## src/rtl/fem_pkg.sv

```systemverilog
package fem_pkg;
    typedef enum logic [1:0] {
        MODE_NORM = 2'd0,
        MODE_OVR  = 2'd1,
        MODE_SYNC = 2'd2
    } fem_mode_e;
endpackage

```

## src/rtl/fem_mode_fsm.sv

```systemverilog
module fem_mode_fsm
    import fem_pkg::*;
(
    input  logic      clk,
    input  logic      rst_n,
    input  logic      ovr_sel,
    input  logic      sync_sel,
    output fem_mode_e mode_now,
    output logic      mode_flush
);
    fem_mode_e state_q, state_d;

    always_comb begin
        unique case ({sync_sel, ovr_sel})
            2'b00:   state_d = MODE_NORM;
            2'b01:   state_d = MODE_OVR;
            default: state_d = MODE_SYNC;
        endcase
    end

    always_ff @(posedge clk or negedge rst_n) begin
        if (!rst_n) state_q <= MODE_NORM;
        else        state_q <= state_d;
    end

    always_comb begin
        mode_now   = state_d;
        mode_flush = (state_d != state_q);
    end


    reset_mode_chk: assert property (@(posedge clk)
        $rose(rst_n) |-> state_q == MODE_NORM);


    mode_follow_chk: assert property (@(posedge clk) disable iff (!rst_n)
        mode_flush |=> state_q == $past(mode_now));
endmodule

```

## src/rtl/fem_window.sv

```systemverilog
module fem_window #(
    parameter int WIN_LONG  = 8,
    parameter int WIN_SHORT = 4,
    parameter int BAD_LIMIT = 1
) (
    input  logic clk,
    input  logic rst_n,
    input  logic flush,
    input  logic shift_en,
    input  logic bad_char,
    input  logic short_win,
    output logic over_limit
);
    localparam int CNT_W = $clog2(WIN_LONG + 1);
    localparam logic [WIN_LONG-1:0] SHORT_MASK =
        {{(WIN_LONG-WIN_SHORT){1'b0}}, {WIN_SHORT{1'b1}}};

    logic [WIN_LONG-1:0] hist_q, hist_d, masked;
    logic [CNT_W-1:0]    bad_cnt;

    always_comb begin
        hist_d = flush ? '0 : hist_q;
        if (shift_en) hist_d = {hist_d[WIN_LONG-2:0], bad_char};
        masked  = short_win ? (hist_d & SHORT_MASK) : hist_d;
        bad_cnt = '0;
        for (int i = 0; i < WIN_LONG; i++)
            bad_cnt = bad_cnt + {{(CNT_W-1){1'b0}}, masked[i]};
        over_limit = bad_cnt > CNT_W'(BAD_LIMIT);
    end

    always_ff @(posedge clk or negedge rst_n) begin
        if (!rst_n) hist_q <= '0;
        else        hist_q <= hist_d;
    end


    flush_empty_chk: assert property (@(posedge clk) disable iff (!rst_n)
        flush |=> $countones(hist_q) <= 1);


    hist_hold_chk: assert property (@(posedge clk) disable iff (!rst_n)
        (!shift_en && !flush) |=> $stable(hist_q));
endmodule

```

## src/rtl/fem_status.sv

```systemverilog
module fem_status (
    input  logic clk,
    input  logic rst_n,
    input  logic set_i,
    input  logic clear_i,
    output logic ferr_o
);
    always_ff @(posedge clk or negedge rst_n) begin
        if (!rst_n)       ferr_o <= 1'b0;
        else if (set_i)   ferr_o <= 1'b1;
        else if (clear_i) ferr_o <= 1'b0;
    end


    sticky_hold_chk: assert property (@(posedge clk) disable iff (!rst_n)
        (ferr_o && !clear_i) |=> ferr_o);


    set_over_clear_chk: assert property (@(posedge clk) disable iff (!rst_n)
        set_i |=> ferr_o);


    clear_drop_chk: assert property (@(posedge clk) disable iff (!rst_n)
        (clear_i && !set_i) |=> !ferr_o);


    rise_cause_chk: assert property (@(posedge clk) disable iff (!rst_n)
        $rose(ferr_o) |-> $past(set_i));
endmodule

```

## src/rtl/frame_err_mon.sv

```systemverilog
module frame_err_mon
    import fem_pkg::*;
#(
    parameter int WIN_LONG  = 8,
    parameter int WIN_SHORT = 4,
    parameter int BAD_LIMIT = 1
) (
    input  logic clk,
    input  logic rst_n,
    input  logic char_valid_i,
    input  logic stop_ok_i,
    input  logic ovr_mode_i,
    input  logic sync_mode_i,
    input  logic abort_i,
    input  logic force_set_i,
    input  logic clear_i,
    output logic ferr_o
);
    fem_mode_e mode_now;
    logic mode_flush, is_sync, shift_en, over_limit, set_any;

    fem_mode_fsm u_mode (
        .clk       (clk),
        .rst_n     (rst_n),
        .ovr_sel   (ovr_mode_i),
        .sync_sel  (sync_mode_i),
        .mode_now  (mode_now),
        .mode_flush(mode_flush)
    );

    always_comb begin
        is_sync  = (mode_now == MODE_SYNC);
        shift_en = char_valid_i && !is_sync;
    end

    fem_window #(
        .WIN_LONG (WIN_LONG),
        .WIN_SHORT(WIN_SHORT),
        .BAD_LIMIT(BAD_LIMIT)
    ) u_win (
        .clk       (clk),
        .rst_n     (rst_n),
        .flush     (mode_flush || clear_i),
        .shift_en  (shift_en),
        .bad_char  (!stop_ok_i),
        .short_win (mode_now == MODE_OVR),
        .over_limit(over_limit)
    );

    always_comb
        set_any = force_set_i || (abort_i && is_sync) || (shift_en && over_limit);

    fem_status u_stat (
        .clk    (clk),
        .rst_n  (rst_n),
        .set_i  (set_any),
        .clear_i(clear_i),
        .ferr_o (ferr_o)
    );


    sync_abort_chk: assert property (@(posedge clk) disable iff (!rst_n)
        (sync_mode_i && abort_i) |=> ferr_o);


    force_set_chk: assert property (@(posedge clk) disable iff (!rst_n)
        force_set_i |=> ferr_o);


    async_abort_chk: assert property (@(posedge clk) disable iff (!rst_n)
        (!sync_mode_i && abort_i && !char_valid_i && !force_set_i && !ferr_o) |=> !ferr_o);
endmodule

```

## config.mk

```make
export PLATFORM = sky130hd
export DESIGN_NAME = frame_err_mon
export DESIGN_NICKNAME = d
export VERILOG_FILES = /design/src/rtl/fem_pkg.sv /design/src/rtl/fem_mode_fsm.sv /design/src/rtl/fem_window.sv /design/src/rtl/fem_status.sv /design/src/rtl/frame_err_mon.sv
export SDC_FILE = /design/constraint.sdc
export NUM_CORES = 1
export LEC_CHECK = 0
export CAP_MARGIN = 25
export CELL_PAD_IN_SITES_DETAIL_PLACEMENT = 0
export CELL_PAD_IN_SITES_GLOBAL_PLACEMENT = 1
export CORE_MARGIN = 2
export CORE_UTILIZATION = 42
export DETAILED_ROUTE_END_ITERATION = 16
export HOLD_SLACK_MARGIN = 0.08
export PLACE_DENSITY_LB_ADDON = 0.05
export SLEW_MARGIN = 20
export SYNTH_ARGS = -nofsm -noshare
export SYNTH_HDL_FRONTEND = slang
export SYNTH_SLANG_ARGS = --single-unit
export TNS_END_PERCENT = 50
```

## constraint.sdc

```tcl
create_clock -name clk -period 6.4 [get_ports clk]
set_input_delay 0.96 -clock clk [delete_from_list [all_inputs] [get_ports clk]]
set_output_delay 0.96 -clock clk [all_outputs]
set_load 0.02 [all_outputs]
```

# Word-level counts from Yosys, hierarchy flattened
# Cells that the tools add are included.
[totals]
reg_bits = 11
in_bits = 9
wordCells = 31
output_inout_bits = 1
[op_classes]
muxes = 6
order_cmp = 1
eq_ne = 4
add_sub_neg = 7
n_reduce_logical = 10
[ops]
columns = ["op", "count"]
rows = [
  ["$add A4 B1 Y4", 6],
  ["$mux W8", 3],
  ["$eq A2 B1 Y1 const B", 2],
  ["$gt A4 B1 Y1 const B", 1],
  ["$pmux W2 S2", 1],
  ["$logic_and A1 B1 Y1", 3],
  ["$logic_or A1 B1 Y1", 3],
  ["$add A1 B1 Y2", 1],
  ["$eq A2 B2 Y1 const B", 1],
  ["$logic_not A1 Y1", 2],
  ["$logic_not A2 Y1", 1],
  ["$mux W1", 2],
  ["$ne A2 B2 Y1", 1],
  ["$reduce_bool A2 Y1", 1],
]

# Logic depth before layout (Yosys ltp)
# Gate-level depths: netlist of run 1.
[logic_depth]
word_depth = 18
depth_mapped = 16
depth_no_buf = 14

# Hierarchy
# From an unflattened synthesis of run 1, not the netlist that was laid out.
[hier_totals]
cells_unflattened = 70
area_unflattened_um2 = 714.4
[by_module_without_submodules]
columns = ["module", "instances", "area_each_um2", "cells_per_inst"]
rows = [
  ["fem_window", 1, 545.5, 52],
  ["fem_mode_fsm", 1, 85.1, 8],
  ["frame_err_mon", 1, 47.5, 7],
  ["fem_status", 1, 36.3, 3],
]

# Least setup slack after synthesis of run 1
# Ideal clock, no wire load.
[synth_timing]
path_kind = "input-to-reg"
startpoint = "input sync_mode_i"
endpoint = "register u_stat.ferr_o"
path_slack_ps = 2085
setup_time_ps = 136
cell_stages = 15
arrival_time_ps = 4179
required_time_ps = 6264
path_cell_list = "buf_6 nor4bb_1 a21oi_1 nor2_1 ha_1 inv_1 fa_1 fa_1 inv_1 fa_1 inv_1 fa_1 nand2_1 a2111oi_0 o21ai_0"
[synth_via]
elab_chain_len = 18
[synth_rtl]
columns = ["element", "line_no", "rtl"]
rows = [
  ["start, declared", "frame_err_mon.sv:13", "input logic sync_mode_i,"],
  ["$eq A2 B1 Y1 / $logic_not A2 Y1 (equally long branches)", "fem_mode_fsm.sv:14", "unique case ({sync_sel, ovr_sel})"],
  ["$pmux W2 S2 (*)", "fem_mode_fsm.sv:14", ""],
  ["$ne A2 B2 Y1 / $eq A2 B2 Y1 (equally long branches)", "fem_mode_fsm.sv:28, frame_err_mon.sv:32", ""],
  ["$logic_or A1 B1 Y1 / $logic_not A1 Y1 (equally long branches)", "frame_err_mon.sv:43, frame_err_mon.sv:33", ""],
  ["$mux W8 / $logic_and A1 B1 Y1 (equally long branches)", "fem_window.sv:22, frame_err_mon.sv:33", ""],
  ["$mux W8 (*)", "fem_window.sv:23", "if (shift_en) hist_d = {hist_d[WIN_LONG-2:0], bad_char};"],
  ["net u_win.hist_d[1]", "fem_window.sv:18", "logic [WIN_LONG-1:0] hist_q, hist_d, masked;"],
  ["$mux W8 (*)", "fem_window.sv:24", "masked = short_win ? (hist_d & SHORT_MASK) : hist_d;"],
  ["$add A1 B1 Y2 (*)", "fem_window.sv:27", "bad_cnt = bad_cnt + {{(CNT_W-1){1'b0}}, masked[i]};"],
  ["$add A4 B1 Y4 (*) (6 in a row)", "fem_window.sv:27", ""],
  ["$gt A4 B1 Y1 (*)", "fem_window.sv:28", "over_limit = bad_cnt > CNT_W'(BAD_LIMIT);"],
  ["$logic_and A1 B1 Y1 (*)", "frame_err_mon.sv:51", "set_any = force_set_i || (abort_i && is_sync) || (shift_en && over_limit);"],
  ["$logic_or A1 B1 Y1 (*)", "frame_err_mon.sv:51", ""],
  ["$mux W1 / $reduce_bool A2 Y1 (equally long branches)", "--", ""],
  ["end signal, assigned", "fem_status.sv:9", "if (!rst_n) ferr_o <= 1'b0;"],
  ["end signal, assigned", "fem_status.sv:10", "else if (set_i) ferr_o <= 1'b1;"],
  ["end signal, assigned", "fem_status.sv:11", "else if (clear_i) ferr_o <= 1'b0;"],
  ["end, declared", "fem_status.sv:6", "output logic ferr_o"],
]
# The timed path passes the listed nets; every way through them passes the cells marked *.
# A chain may end at the register's enable or synchronous reset.

# Worst setup path after layout of run 1
# Same ends and word-level chain as after synthesis.

==> metrics, run 1 <==
run status=complete, no violations; DRT antenna net count=0; Max-slew headroom=61.0%; Die Span X=44.6 microns; H-tree depth=1; total cell area at the placement stage=788 sq um; final design area excluding fillers=815 sq um; number of fill cells in the layout=159; sinks on the clock net=11; switching power as a share of total power=24.2%; Comb pwr share=13.3%; number of flops mapped to enable cells by yosys=0; Clk network pwr share=34.4%; buffer levels on the longest clock path=2; CP required=6.54 ns; clock root cell=clkbuf_4; per-cell via count in the routed design=5.22; area used by multi-input combinational logic=369 sq um; final RePlAce weighted congestion=0.737; warning count from the yosys run=0; count of final hold-check violations=0; number of design-rule violations left by the first detailed-router iteration=4; cell internal power dissipation=0.000105 W; Power per Cell Area=169 nW/um^2; Worst EP arrival=5.01 ns; average footprint of a synthesized cell=10.3 sq um; path type of the worst setup path=primary input to register; via count of the first global-routing pass=508; Worst Setup Slack post-DPL=1.19 ns; sequential area share after synthesis=39.8%; clock tree from TritonCTS=yes; net switching power=0.0000333 W; maximum achievable frequency=0.206 GHz; maximum number of pins on one net before global-route repair=12; IO buf count=9; number of nets in the layout=95; Setup-failing EPs final=0; count of pins over their slew limit=0; Least-Margin Pin Slew=0.584 ns; RSZ-0062 raised after global routing=false; drt pass-1 iters=2; static power due to leakage=0.398 nW; number of hold buffers added after CTS=0; launch instance of the worst register-to-register path=u_mode.state_q[0]; nature of the critical path endpoint=register; antenna violations before repair=0; maximum vdd drop=0.115 mV; slowest cell on the critical path=clkdlybuf4s50_1; first-pass GRT wire length=2.24 mm; starting density of the core=45.4%; Synthesized Nets=83; per-cell routed wire length=12.9 microns; post-cts sizing count=0; Worst-Skew Late Latency=0.27 ns; post-detail-place hpwl=958 microns; Congestion Overflow GR=0; clock skew after layout=0.00653 ns; first element of the critical path=sync_mode_i; period utilisation layout=76.0%; total number of vias=491; antenna diode instance count=0; fraction of synthesized cell area taken by the top area cell type=39.8%; cell with the most instances on the worst path=fa_1; Mapped Cells=67; count of buffers added by post-CTS timing repair for setup=0; largest fanout on the critical path=9; clock period minus final worst setup slack=4.86 ns; proportion of layout cells with a drive suffix above 1=7.69%; layout-stage area growth over the synthesis result=17.7%; cells along the critical path=clkdlybuf4s50_1, nor3_1, a21oi_1, nor2_1, ha_1, inv_1, fa_1, fa_1, inv_1, fa_1, inv_1, fa_1, nand2_1, a2111oi_0, o21ai_0; main area contributors after synthesis=dfrtp_1, fa_1, mux2i_1; drc violations=0; portion of total power attributed to sequential cells=52.3%; flip-flop and latch area=275 sq um; Clk pin slew, worst setup/hold paths=0.07 ns; register bit count reported by yosys=11; most area-hungry cell type in the Yosys netlist=dfrtp_1; most common flop cell mapped by yosys=dfrtp_1; startpoint kind of the worst setup timing path=primary input; proportion of register bits with asynchronous set or reset after synthesis=100%; num rows=14; Total Routing Usage GR=15.8%; Worst Hold Launch=u_stat.ferr_o; number of unique standard cell types used by synthesis=26; leading post-synthesis cells by instance count=dfrtp_1, nor2_1, inv_1, mux2i_1, fa_1; netlist area before placement=692 sq um; WL final=1.21 mm; area of the die=1990 sq um; vertical die dimension=44.6 microns; sum of negative setup slack=0 ns; area of the core=1520 sq um; Num CTS Buffers=3; number of ports placed on the die boundary=10; leading cell type by number of instances after synthesis=dfrtp_1; worst min path class=register to register; number of maximum-capacitance violations=0; critical path's largest stage delay=0.62 ns; fin worst setup slack=1.54 ns
## cell families (layout without fill, tap and decap cells)
group / count (synthesis) / after routing / synth area share, %
compound gates: 8 / 8 / 8.50
fa+ha+maj: 7 / 7 / 17.0
flops: 11 / 11 / 39.8
mux: 7 / 7 / 10.1
buf+inv: 10 / 21 / 6.87
xor+xnor: 1 / 1 / 1.27
simple gates: 23 / 23 / 16.5
## stage by stage
step / util, % / total power, W / hold slack, ns / cells
after CTS: 53.4 / 0.000140 / 0.543 / 94
final: 53.4 / 0.000138 / 0.529 / 94
after detailed placement: 51.7 / 0.0000918 / 0.521 / 90
after global routing: 53.4 / 0.000144 / 0.585 / 94
after floorplan: - / 0.0000831 / 0.485 / 67
after global placement: 51.7 / 0.0000917 / 0.531 / 90
## worst max-delay path: cells and delay by family
kind | cells | cell delay (ns)
adder cells (fa/ha/maj) | 5 | 1.95
AO/OA/AOI/OAI | 3 | 0.98
buffers and inverters | 4 | 0.81
AND/OR/NAND/NOR | 3 | 0.30
## layer usage
layer / vias up / GRT usage (%) / routed length (microns)
met2: 8 / 23.8 / 536
met1: 236 / 20.6 / 602
met5: - / 0 / 0
li1: 243 / - / -
met4: 0 / 7.27 / 21
met3: 4 / 4.90 / 47
## final timing paths
kind | to | slack (ns) | cells past startpoint
setup reg to reg | u_stat.ferr_o | 2.37 | 14
min in group asynchronous | u_mode.state_q[0] | 1.04 | 1
max in group asynchronous | u_win.hist_q[5] | 5.00 | 1
hold reg to reg | u_stat.ferr_o | 0.53 | 2
setup / recovery | u_stat.ferr_o | 1.54 | 15
hold / removal | u_stat.ferr_o | 0.53 | 2
## final cells by class
cell class	count	area share, %
multi-input combinational	46	45.3
tap	16	2.46
inverter	7	3.23
sequential	11	33.8
clock buffer	4	3.23
timing repair buffer	10	12.0
## placed cells by master, fill, tap and decap left out, types with 2 or more instances in the layout
cell type / instances
dfrtp_1: 11
nor2_1: 10
clkdlybuf4s50_1: 9
inv_1: 7
mux2i_1: 7
fa_1: 4
nand2_1: 3
ha_1: 3
clkbuf_4: 3
or2_2: 2
or2_1: 2
## power groups by stage
stage	combinational, W	clock (W)	sequential, W
floorplan	0.00000938	0	0.0000737
global route	0.0000203	0.0000517	0.0000722
detailed placement	0.0000184	0	0.0000734
finish	0.0000183	0.0000474	0.0000721
CTS	0.0000185	0.0000491	0.0000721
global placement	0.0000183	0	0.0000734
## registers in the layout, indices dropped and copies added, names as in the netlist
| register | count |
|---|---|
| u_win.hist_q | 8 |
| u_mode.state_q | 2 |
| u_stat.ferr_o | 1 |
(Power assumes the default switching activity.)
==> run 2: changes to the inputs <==
--- a/config.mk
+++ b/config.mk
@@ -9,7 +9,7 @@
 export CELL_PAD_IN_SITES_DETAIL_PLACEMENT = 0
 export CELL_PAD_IN_SITES_GLOBAL_PLACEMENT = 1
 export CORE_MARGIN = 2
-export CORE_UTILIZATION = 42
+export CORE_UTILIZATION = 40
 export DETAILED_ROUTE_END_ITERATION = 16
 export HOLD_SLACK_MARGIN = 0.08
 export PLACE_DENSITY_LB_ADDON = 0.05
==> constraint.sdc (replaced) <==
create_clock -name clk -period 5.1 [get_ports clk]
set_input_delay 0.765 -clock clk [delete_from_list [all_inputs] [get_ports clk]]
set_output_delay 0.765 -clock clk [all_outputs]
set_load 0.02 [all_outputs]
==> run 2 against run 1 <==
Utilization is 4.2 points lower. Clock power is 25% higher. Final cell count is 2.1% higher. Total power is 25% higher. Highest routed layer unchanged. Critical endpoint unchanged. Final area is 1.1% higher. Wire length is 2.6% lower.
==> metrics, run 2 (synthesized netlist as in run 1, its figures left out) <==
drc violations=0; Clk network pwr share=34.2%; Total Routing Usage GR=14.0%; portion of total power attributed to sequential cells=52.3%; Die Span X=45.6 microns; number of flip-flops under the largest register name=8; number of design-rule violations left by the first detailed-router iteration=5; CP required=5.24 ns; Top reg by flops=u_win.hist_q; slowest cell on the critical path=clkdlybuf4s50_1; PnR Total Power=0.000173 W; post-cts sizing count=0; first-pass GRT wire length=1.97 mm; count of buffers added by post-CTS timing repair for setup=0; IO buf count=9; antenna violations before repair=0; per-cell routed wire length=12.3 microns; maximum achievable frequency=0.226 GHz; Setup-failing EPs final=0; cell internal power dissipation=0.000132 W; most used cells in the layout excluding fill and tap cells=dfrtp_1, nor2_1, clkdlybuf4s50_1; number of nets in the layout=96; Worst EP arrival=4.57 ns; net switching power=0.0000412 W; worst min path class=register to register; run status=complete, no violations; largest fanout on the critical path=9; Worst-Skew Late Latency=0.26 ns; proportion of layout cells with a drive suffix above 1=8.86%; cells along the critical path=clkdlybuf4s50_1, or3_1, a211o_1, or2_1, fa_1, fa_1, inv_1, fa_1, inv_1, fa_1, nand2_1, a2111oi_0, o21ai_0; num rows=15; buffer levels on the longest clock path=2; clock skew after layout=0.00259 ns; most frequent standard cell in the layout excluding fill and tap cells=dfrtp_1; H-tree depth=1; maximum vdd drop=0.109 mV; DRT antenna net count=0; RSZ-0062 raised after global routing=false; Num CTS Buffers=3; sum of negative setup slack=0 ns; number of ports placed on the die boundary=10; clock tree from TritonCTS=yes; area of the die=2080 sq um; vertical die dimension=45.6 microns; period utilisation layout=86.9%; path type of the worst setup path=primary input to register; Max-slew headroom=66.3%; Comb pwr share=13.6%; startpoint kind of the worst setup timing path=primary input; count of pins over their slew limit=0; number of maximum-capacitance violations=0; starting density of the core=41.4%; area of the core=1670 sq um; static power due to leakage=0.402 nW; Clk pin slew, worst setup/hold paths=0.07 ns; via count of the first global-routing pass=434; registers with the highest flip-flop counts=u_win.hist_q: 8 flops, u_mode.state_q: 2 flops, u_stat.ferr_o: 1 flops; count of final hold-check violations=0; WL final=1.18 mm; number of hold buffers added after CTS=0; nature of the critical path endpoint=register; layout-stage area growth over the synthesis result=19.0%; maximum number of pins on one net before global-route repair=12; Power per Cell Area=210 nW/um^2; per-cell via count in the routed design=4.88; clock period minus final worst setup slack=4.43 ns; switching power as a share of total power=23.8%; critical path's largest stage delay=0.53 ns; clock root cell=clkbuf_4; drt pass-1 iters=4; sinks on the clock net=11; Worst path top cell family by delay=adder cells; post-detail-place hpwl=965 microns; Congestion Overflow GR=0; final RePlAce weighted congestion=0.780; cell with the most instances on the worst path=fa_1; antenna diode instance count=0; total number of vias=468; Least-Margin Pin Slew=0.505 ns; CP Buf/Inv Count=3
run 2: layout make-up:
type	instances	area, sq um
Clock buffer	4	26.3
Tap cell	17	21.3
Multi-Input combinational cell	46	369
Timing Repair Buffer	11	105
Sequential cell	11	275
Inverter	7	26.3
Fill cell	170	847
run 2: layer usage:
| layer | track usage [%] | vias up | routed length [microns] |
|---|---|---|---|
| met2 | 17.7 | 3 | 494 |
| met3 | 4.76 | 2 | 26 |
| li1 | - | 247 | - |
| met1 | 19.8 | 216 | 643 |
| met5 | 0 | - | 0 |
| met4 | 8.82 | 0 | 12 |
run 2: worst reg2reg max path, delay by kind of cell, from the launching register on:
| kind | cells | cell delay [ns] |
|---|---|---|
| adders and majority gates | 4 | 1.62 |
| DFF | 1 | 0.41 |
| buffers and inverters | 2 | 0.15 |
| and+or+nand+nor | 3 | 0.63 |
| AOI/OAI and AO/OA | 3 | 0.80 |
run 2: per-stage QoR:
step | hold WS [ns] | instance area (sq um) | setup WS, ns | util, % | std cells
detailed placement | 0.503 | 797 | 0.376 | 47.7 | 92
finish | 0.515 | 823 | 0.669 | 49.3 | 96
CTS | 0.519 | 823 | 0.649 | 49.3 | 96
floorplan | 0.469 | 692 | 0.980 | - | 67
global placement | 0.496 | 797 | 0.311 | 47.7 | 92
global route | 0.554 | 823 | 0.421 | 49.3 | 96
run 2: final timing paths:
path | startpoint | to | slack (ns) | depth (start not counted)
max | sync_mode_i | u_stat.ferr_o | 0.67 | 13
min | u_stat.ferr_o | u_stat.ferr_o | 0.52 | 2
max reg2reg | u_mode.state_q[1] | u_stat.ferr_o | 1.37 | 12
min reg2reg | u_stat.ferr_o | u_stat.ferr_o | 0.52 | 2
max in group asynchronous | rst_n | u_win.hist_q[6] | 3.93 | 1
min in group asynchronous | rst_n | u_stat.ferr_o | 0.83 | 1
run 2: power by group through the flow:
| stage | clock network [W] | logic [W] | registers (W) |
|---|---|---|---|
| global placement | 0 | 0.0000238 | 0.0000921 |
| floorplan | 0 | 0.0000118 | 0.0000925 |
| global route | 0.0000648 | 0.0000261 | 0.0000905 |
| CTS | 0.0000618 | 0.0000240 | 0.0000903 |
| finish | 0.0000591 | 0.0000234 | 0.0000903 |
| detailed placement | 0 | 0.0000238 | 0.0000920 |
==> run 3: changes to the inputs <==
--- a/config.mk
+++ b/config.mk
@@ -13,6 +13,7 @@
 export DETAILED_ROUTE_END_ITERATION = 16
 export HOLD_SLACK_MARGIN = 0.08
 export PLACE_DENSITY_LB_ADDON = 0.05
+export SETUP_SLACK_MARGIN = 0.05
 export SLEW_MARGIN = 20
 export SYNTH_ARGS = -nofsm -noshare
 export SYNTH_HDL_FRONTEND = slang
==> results of run 3 <==
The final DEF is identical to that of run 2; final timing and power are the same.
